File: src/rtl/tmr8_pkg.sv
package tmr8_pkg;
  typedef enum logic [1:0] {
    MD_FREE = 2'b00,
    MD_DOWN = 2'b01,
    MD_MOD  = 2'b10,
    MD_UPDN = 2'b11
  } tmr_mode_e;
endpackage

File: src/rtl/tmr8_prescale.sv
module tmr8_prescale #(
  parameter int DIVW = 3
) (
  input  logic            clk,
  input  logic            rst_n,
  input  logic            tick_i,
  input  logic            run_i,
  input  logic [DIVW-1:0] div_i,
  output logic            hit_o
);
  localparam int PW = (1 << DIVW) - 1;

  logic [PW-1:0] prs_q, prs_d, sel_mask;

  // select mask has div_i low bits set
  always_comb begin
    sel_mask = '0;
    for (int i = 0; i < PW; i++) begin
      if (i < int'(div_i)) sel_mask[i] = 1'b1;
    end
  end

  always_comb begin
    prs_d = prs_q;
    if (tick_i) prs_d = prs_q + 1'b1;
  end

  always_ff @(posedge clk or negedge rst_n) begin
    if (!rst_n) prs_q <= '0;
    else        prs_q <= prs_d;
  end

  assign hit_o = tick_i & run_i & ((prs_q & sel_mask) == sel_mask);
endmodule

File: src/rtl/tmr8_count.sv
module tmr8_count
  import tmr8_pkg::*;
#(
  parameter int CW = 8
) (
  input  logic          clk,
  input  logic          rst_n,
  input  logic          hit_i,
  input  logic          run_i,
  input  logic          clr_i,
  input  tmr_mode_e     mode_i,
  input  logic [CW-1:0] term_i,
  output logic [CW-1:0] cnt_o,
  output logic          desc_o,
  output logic          evt_o
);
  localparam logic [CW-1:0] ZERO = '0;
  localparam logic [CW-1:0] ONE  = {{(CW-1){1'b0}}, 1'b1};
  localparam logic [CW-1:0] TOP  = '1;

  logic [CW-1:0] cnt_q, cnt_d, cnt_up, cnt_dn;
  logic          dn_q, dn_d, run_q, start_load, evt;

  assign start_load = run_i & ~run_q & (mode_i == MD_DOWN);
  assign cnt_up     = cnt_q + ONE;
  assign cnt_dn     = cnt_q - ONE;

  always_comb begin
    cnt_d = cnt_q;
    dn_d  = dn_q;
    evt   = 1'b0;
    if (clr_i) begin
      cnt_d = ZERO;
      dn_d  = 1'b0;
    end else if (start_load) begin
      cnt_d = term_i;
      dn_d  = 1'b0;
    end else if (hit_i) begin
      unique case (mode_i)
        MD_FREE: begin
          dn_d  = 1'b0;
          cnt_d = cnt_up;
          evt   = (cnt_q == TOP - ONE);
        end
        MD_MOD: begin
          dn_d  = 1'b0;
          cnt_d = (cnt_q == term_i) ? ZERO : cnt_up;
          evt   = (cnt_q != term_i) && (cnt_up == term_i);
        end
        MD_DOWN: begin
          dn_d = 1'b0;
          if (cnt_q != ZERO) begin
            cnt_d = cnt_dn;
            evt   = (cnt_q == ONE);
          end
        end
        MD_UPDN: begin
          if (term_i == ZERO) begin
            cnt_d = ZERO;
            dn_d  = 1'b0;
          end else if (!dn_q) begin
            if (cnt_q == term_i) begin
              cnt_d = cnt_dn;
              dn_d  = 1'b1;
              evt   = (cnt_q == ONE);
            end else begin
              cnt_d = cnt_up;
            end
          end else if (cnt_q == ZERO) begin
            cnt_d = ONE;
            dn_d  = 1'b0;
          end else begin
            cnt_d = cnt_dn;
            evt   = (cnt_q == ONE);
          end
        end
        default: cnt_d = cnt_q;
      endcase
    end
  end

  always_ff @(posedge clk or negedge rst_n) begin
    if (!rst_n) begin
      cnt_q <= '0;
      dn_q  <= 1'b0;
      run_q <= 1'b0;
    end else begin
      cnt_q <= cnt_d;
      dn_q  <= dn_d;
      run_q <= run_i;
    end
  end

  assign cnt_o  = cnt_q;
  assign desc_o = dn_q & (mode_i == MD_UPDN);
  assign evt_o  = evt;

  p_clear_zero_r8: assert property (@(posedge clk) disable iff (!rst_n)
    clr_i |=> (cnt_q == ZERO));
  p_halt_hold_r7: assert property (@(posedge clk) disable iff (!rst_n)
    (!run_i && !clr_i) |=> ($stable(cnt_q) && $stable(dn_q)));
  p_down_floor_r5: assert property (@(posedge clk) disable iff (!rst_n)
    (mode_i == MD_DOWN && cnt_q == ZERO && !clr_i && !start_load) |=> (cnt_q == ZERO));
  p_updn_bound_r6: assert property (@(posedge clk) disable iff (!rst_n)
    (mode_i == MD_UPDN && cnt_q <= term_i && !clr_i && !start_load) |=> (cnt_q <= $past(term_i)));
endmodule

File: src/rtl/tmr8_irq.sv
module tmr8_irq (
  input  logic clk,
  input  logic rst_n,
  input  logic evt_i,
  input  logic flag_clr_i,
  input  logic mask_wr_i,
  input  logic mask_d_i,
  input  logic gate_i,
  output logic flag_o,
  output logic mask_o,
  output logic irq_o
);
  logic flag_q, flag_d, mask_q, mask_d, arm, arm_q, irq_q, irq_d;

  assign arm = mask_q & gate_i;

  always_comb begin
    flag_d = flag_q;
    if (evt_i)           flag_d = 1'b1;
    else if (flag_clr_i) flag_d = 1'b0;
    mask_d = mask_wr_i ? mask_d_i : mask_q;
    irq_d  = (evt_i & arm) | (flag_q & arm & ~arm_q);
  end

  always_ff @(posedge clk or negedge rst_n) begin
    if (!rst_n) begin
      flag_q <= 1'b0;
      mask_q <= 1'b1;
      arm_q  <= 1'b0;
      irq_q  <= 1'b0;
    end else begin
      flag_q <= flag_d;
      mask_q <= mask_d;
      arm_q  <= arm;
      irq_q  <= irq_d;
    end
  end

  assign flag_o = flag_q;
  assign mask_o = mask_q;
  assign irq_o  = irq_q;

  p_flag_sticky_r9: assert property (@(posedge clk) disable iff (!rst_n)
    (flag_q && !flag_clr_i) |=> flag_q);
  p_evt_sets_flag_r9: assert property (@(posedge clk) disable iff (!rst_n)
    evt_i |=> flag_q);
  p_irq_armed_r10: assert property (@(posedge clk) disable iff (!rst_n)
    irq_q |-> $past(arm));
  p_irq_single_r11: assert property (@(posedge clk) disable iff (!rst_n)
    (irq_q && !$past(evt_i)) |=> !irq_q || $past(evt_i));
endmodule

File: src/rtl/tmr8_core.sv
module tmr8_core
  import tmr8_pkg::*;
#(
  parameter int CW   = 8,
  parameter int DIVW = 3
) (
  input  logic            clk,
  input  logic            rst_n,
  input  logic            tick_en,
  input  logic            run,
  input  logic            clr,
  input  logic [1:0]      mode,
  input  logic [DIVW-1:0] div_sel,
  input  logic [CW-1:0]   term_val,
  input  logic            ovf_clr,
  input  logic            mask_wr,
  input  logic            mask_wdata,
  input  logic            irq_gate,
  output logic [CW-1:0]   count,
  output logic            descending,
  output logic            ovf_flag,
  output logic            ovf_mask,
  output logic            irq
);
  logic hit, evt;

  tmr8_prescale #(.DIVW(DIVW)) u_prs (
    .clk(clk), .rst_n(rst_n), .tick_i(tick_en), .run_i(run),
    .div_i(div_sel), .hit_o(hit)
  );

  tmr8_count #(.CW(CW)) u_cnt (
    .clk(clk), .rst_n(rst_n), .hit_i(hit), .run_i(run), .clr_i(clr),
    .mode_i(tmr_mode_e'(mode)), .term_i(term_val),
    .cnt_o(count), .desc_o(descending), .evt_o(evt)
  );

  tmr8_irq u_irq (
    .clk(clk), .rst_n(rst_n), .evt_i(evt), .flag_clr_i(ovf_clr),
    .mask_wr_i(mask_wr), .mask_d_i(mask_wdata), .gate_i(irq_gate),
    .flag_o(ovf_flag), .mask_o(ovf_mask), .irq_o(irq)
  );
endmodule

File: config.mk
export PLATFORM = sky130hd
export DESIGN_NAME = tmr8_core
export DESIGN_NICKNAME = d
export VERILOG_FILES = /design/src/rtl/tmr8_pkg.sv /design/src/rtl/tmr8_prescale.sv /design/src/rtl/tmr8_count.sv /design/src/rtl/tmr8_irq.sv /design/src/rtl/tmr8_core.sv
export SDC_FILE = /design/constraint.sdc
export NUM_CORES = 1
export LEC_CHECK = 0
export BUFFER_PORTS_ARGS = -buffer_cell sky130_fd_sc_hd__buf_4
export CAP_MARGIN = 40
export CORE_ASPECT_RATIO = 0.9
export CORE_UTILIZATION = 25
export DETAILED_ROUTE_END_ITERATION = 8
export PLACE_DENSITY = 0.39
export SETUP_SLACK_MARGIN = 0.15
export SLEW_MARGIN = 20
export SYNTH_ARGS = -nofsm -noshare
export SYNTH_HDL_FRONTEND = slang
export SYNTH_SLANG_ARGS = --single-unit
File: constraint.sdc
create_clock -name clk -period 2.8 [get_ports clk]
set_input_delay 0.28 -clock clk [delete_from_list [all_inputs] [get_ports clk]]
set_output_delay 0.28 -clock clk [all_outputs]
set_load 0.02 [all_outputs]
==> results of run 1 <==
## cell type report
type | count | area (um2)
Clock buffer | 3 | 41.3
Tap cell | 93 | 116
Timing Repair Buffer | 43 | 325
Fill cell | 766 | 4840
Inverter | 17 | 63.8
Clock inverter | 1 | 5.00
Sequential cell | 21 | 527
Multi-Input combinational cell | 180 | 1230
## state kept, by name (all words and copies together), names as in the netlist
| register | count |
|---|---|
| u_cnt.cnt_o | 8 |
| u_cnt.dn_q | 1 |
| u_prs.prs_q | 7 |
| u_irq.flag_o | 1 |
| u_cnt.run_q | 1 |
| u_irq.irq_o | 1 |
| u_irq.mask_o | 1 |
| u_irq.arm_q | 1 |
## critical path: cells and delay by family (launching register included)
kind            cells  cell delay [ps]
simple gates        3             1230
compound gates      3              520
flops               1              480
buf+inv             1              160
## kinds of logic after synthesis
group / after synthesis / share of synthesized area
compound gates: 65 / 0.230
xor+xnor: 26 / 0.136
fa+ha+maj: 6 / 0.0400
buf+inv: 30 / 0.0660
flops: 21 / 0.280
mux: 4 / 0.0227
simple gates: 79 / 0.225
## final timing paths
path	from	to	slack, ps	cells past startpoint
min	run	u_cnt.run_q	140	1
max reg2reg	u_cnt.cnt_o[5]	u_cnt.cnt_o[3]	290	7
min reg2reg	u_prs.prs_q[6]	u_prs.prs_q[6]	470	1
max	u_cnt.cnt_o[5]	u_cnt.cnt_o[3]	290	7
max in group asynchronous	rst_n	u_irq.mask_o	2070	2
min in group asynchronous	rst_n	u_cnt.cnt_o[3]	450	2
## per-layer routing
metal	wire, um	vias to the layer above	GRT usage
met5	0	-	0
met4	155	0	0.0434
met3	456	16	0.0317
met2	2480	89	0.213
met1	2920	907	0.248
li1	-	909	-
## cell usage after synthesis (2+ instances only)
master,n
nor2_1,22
dfrtp_1,20
xnor2_1,20
a21oi_1,18
inv_1,17
nand2_1,12
o21ai_0,12
nand3_1,10
a211oi_1,9
clkbuf_1,8
nand4_1,7
ha_1,6
nor3_1,6
o32ai_1,6
o21a_1,4
xor2_1,4
a31oi_1,3
buf_2,3
nand2b_1,3
nor4_1,3
a311oi_1,2
and2_1,2
mux2_2,2
mux2i_1,2
nor2b_1,2
nor3_2,2
o2111ai_1,2
or4_4,2
xnor3_1,2
## stage by stage
step           hold WS, ps  power, mW  cell area, um2
6_report               145       1.43            2310
5_1_grt                139       1.55            2310
4_1_cts                142       1.44            2310
3_5_place_dp           200       1.21            2250
3_3_place_gp           200       1.23            2250
2_1_floorplan        -15.6      0.964            1880
## power groups by stage
stage / Clock (mW) / Combinational, mW / Sequential (mW)
CTS: 0.228 / 0.719 / 0.492
floorplan: 0 / 0.482 / 0.482
global placement: 0 / 0.731 / 0.501
finish: 0.216 / 0.721 / 0.491
detailed placement: 0 / 0.715 / 0.497
global route: 0.242 / 0.796 / 0.512
==> metrics.txt, run 1 <==
DRT iter0 DRCs=250; slew of the pin with the lowest slew margin=602 ps; Max Freq=399 MHz; Int Pwr=0.809 mW; CTS max path bufs=2; setup TNS=0 ps; Mapped Cells=231; vias in the first global route=1787; Routability Congestion=0.844; Die H=84.2 um; power density over cell area=620 nW/um2; Clk pwr share=0.151; synth warn=0; clock skew=5.90 ps; ANT cells=0; Rel. slew slack=0.595; Seq/Total Area, Yosys=0.280; RSZ-0062 raised after global routing=false; Yosys reg bits=21; max-cap violations=0; Synth top area share=0.266; Synth async-reset ratio=1.00; residual DRC count=0; Req. time, crit path=2950 ps; most frequent cells in the layout=buf_4 (42), nor2_1 (22), xnor2_1 (20), dfrtp_1 (20), a21oi_1 (18); CORE AREA=7150 um2; CP Capture Type=flop; Routed Antenna Nets=0; Vias=1921; final setup margin=293 ps; routed wire length per instance=16.8 um; post-route minimum period=2510 ps; syn nets=259; P&R area growth vs syn=22.8%; GRT Overall Usage=0.158; final-report setup violation count=0; Net Switching=0.620 mW; dpl ws=324 ps; Die Wd=93.4 um; Resized Gates After CTS=0; H-Tree Depth=1; average size of a mapped cell=8.13 um2; Fin. Hold Viols=0; Rows=29; CTS tree=yes; Cell Count, Final, Fillers Out=358; combinational power share=0.505; Yosys top cell by area=dfrtp_1; leakage=0.945 nW; Sink Count=21; Via density=5.37; prevailing post-synth register cell=dfrtp_1; largest stage delay on the critical path=620 ps; first-pass GRT wire length=9.62 mm; Post-Syn Area=1880 um2; number of distinct library cells after synthesis=49; worst-skew pair later-pin latency=270 ps; Hold Buf Count CTS=1; worst min path class=in2reg; initial core utilization=0.263; pin count of the biggest net entering global routing=22; Clock transition at path regs=90 ps; placed insts=353; total grt overflow=0; Final Cycle Share=0.895; layout cells sized above 1=0.208; EDFF count, synth=0; cell chain of the critical path=or4_4 -> or4_4 -> a21boi_2 -> nor4b_1 -> buf_4 -> a211oi_1 -> o32ai_1; Crit Path Category=reg2reg; Synth area leaders=dfrtp_1 (27%), xnor2_1 (9.3%), a21oi_1 (4.8%); slowest CP cell=or4_4; Sw Ratio=0.434; worst path arrival time=2660 ps; HPWL after detailed placement=4.66 mm; Ports=34; initial antenna violation count=0; Most common cell on crit path=or4_4; CTS root buf=clkbuf_8; VDD IR max=0.222 mV; Flop pwr share=0.344; most common cell after layout, fill and taps aside=buf_4; die area=7860 um2; 1st-pass router iterations=5; startpoint types=flop; nets@finish=294; setup bufs post-CTS=0; final WL=6.02 mm; max-slew violations=0; CTS buffer count=3; Port Buffers=33; CP Max Fanout=7; status=complete, no violations; Core Util, Final=0.323
(Power assumes the default switching activity.)
==> run 2, diff against run 1 <==
CORE_ASPECT_RATIO = not set   (was 0.9)
SKIP_CTS_REPAIR_TIMING = 1   (was not set)
==> run 2 against run 1 <==
Against the previous run: combinational power increased by 1%; critical endpoint unchanged; global-route usage increased by 0.67 points; sequential share of layout area decreased by 0.22 points; critical path type unchanged; critical path depth unchanged; sequential power decreased by 1%; via count decreased by 3.5%; register-to-register slack about the same; routed wire length increased by 1.2%; cell area increased by 0.98%; first-iteration DRC count decreased by 31%; worst setup slack got worse by 15 ps; power about the same.
==> metrics.txt, run 2 (synthesized netlist as in run 1, its figures left out) <==
Vias=1854 (-3.5%); Rel. slew slack=0.592 (-0.00317); residual DRC count=0 (unchanged); VDD IR max=0.168 mV (-24%); Routability Congestion=0.858 (+1.7%); HPWL after detailed placement=4.71 mm (+1.1%); pin count of the biggest net entering global routing=22 (unchanged); Sink Count=21 (unchanged); worst min path class=in2reg; startpoint types=flop; Routed Antenna Nets=0 (unchanged); most frequent cells in the layout=buf_4 (44), nor2_1 (22), xnor2_1 (20), dfrtp_1 (20), a21oi_1 (18); placed insts=361 (+2.3%); max-slew violations=0 (unchanged); clock skew=2.35 ps (-3.55 ps); Clock transition at path regs=90 ps (about the same); Req. time, crit path=2950 ps (about the same); overall power=1.43 mW (about the same); RSZ-0062 raised after global routing=false; slew of the pin with the lowest slew margin=604 ps (+2.34 ps); Fin. Hold Viols=0 (unchanged); CTS buffer count=3 (unchanged); leakage=0.955 nW (+1.1%); final-report setup violation count=0 (unchanged); Ports=34 (unchanged); routed wire length per instance=16.6 um (-1.0%); CTS root buf=clkbuf_8; CP Max Fanout=8 (+1); setup TNS=0 ps (unchanged); Crit Path Category=reg2reg; CTS tree=yes; post-route minimum period=2520 ps (+14.7 ps); worst-skew pair later-pin latency=270 ps (about the same); CTS max path bufs=2 (unchanged); DRT iter0 DRCs=173 (-31%); Final Cycle Share=0.900 (+0.00524); initial core utilization=0.259 (-0.00381); nets@finish=296 (+0.68%); H-Tree Depth=1 (unchanged); most common cell after layout, fill and taps aside=buf_4; Largest register FFs=8 (unchanged); status=complete, no violations; Hold Crit Depth=1 (unchanged); 1st-pass router iterations=4 (-1); Die Wd=88.7 um (-5.0%); CP Capture Type=flop; Cell Count, Final, Fillers Out=366 (+2.2%); initial antenna violation count=0 (unchanged); ANT cells=0 (unchanged); layout cells sized above 1=0.213 (+0.00594); final setup margin=279 ps (-14.7 ps); power density over cell area=613 nW/um2 (-0.99%); Rows=31 (+6.9%); die area=7860 um2 (about the same); P&R area growth vs syn=24.0%; max-cap violations=0 (unchanged); Via density=5.07 (-5.6%); DP Area=2270 um2 (+1.0%); post-route cell area=2330 um2 (+0.98%); Max Freq=397 MHz (-0.58%); GRT Overall Usage=0.164 (+0.00671); final WL=6.09 mm (+1.2%); first-pass GRT wire length=9.64 mm (+0.22%); Port Buffers=33 (unchanged); worst reg2reg path depth=7 (unchanged); Die H=88.7 um (+5.3%); total grt overflow=0 (unchanged); worst path arrival time=2670 ps (about the same); CORE AREA=7250 um2 (+1.5%); dpl ws=304 ps (-20.0 ps); vias in the first global route=1738 (-2.7%)
run 2: per-stage QoR:
step	hold WS, ps	util
global route	144	0.321
CTS	-94.1	0.320
global placement	203	0.313
finish	145	0.321
detailed placement	202	0.313
floorplan	-15.6	-
run 2: area by class of cell:
class                   instances  area, um2
repair buffers                 45        340
multi-input cells             180       1230
inverters                      17       63.8
flip-flops and latches         21        527
clock buffers                   3       41.3
well taps                      99        124
clock inverters                 1       5.00
fillers                       774       4920
run 2: path summary, 6_finish.rpt:
| path | startpoint | end | slack, ps |
|---|---|---|---|
| hold / removal | run | u_cnt.run_q | 140 |
| min in group asynchronous | rst_n | u_cnt.cnt_o[2] | 440 |
| hold reg to reg | u_prs.prs_q[6] | u_prs.prs_q[6] | 470 |
| max in group asynchronous | rst_n | u_irq.mask_o | 2070 |
| setup reg to reg | u_cnt.cnt_o[4] | u_cnt.cnt_o[3] | 280 |
| setup / recovery | u_cnt.cnt_o[4] | u_cnt.cnt_o[3] | 280 |
run 2: per-layer routing:
layer	vias up	share of wire	wire length, um	GRT usage
li1	910	-	-	-
met1	865	0.48	2930	0.246
met2	75	0.44	2680	0.246
met3	4	0.071	434	0.0224
met4	0	0.0066	40	0.0440
met5	-	0	0	0
run 2: worst max-delay path: stages (launching register included):
cell and delay (ps):
dfrtp_1 480, or4_4 600, or4_4 540, a21boi_2 190
nor4b_1 70, buf_4 160, a211oi_1 220, o32ai_1 120
run 2: report_power, final:
group	internal [mW]	switching (mW)	leakage, nW	total [mW]
Clock	0.0995	0.117	0.0255	0.216
Sequential	0.381	0.103	0.270	0.484
Combinational	0.333	0.396	0.659	0.728
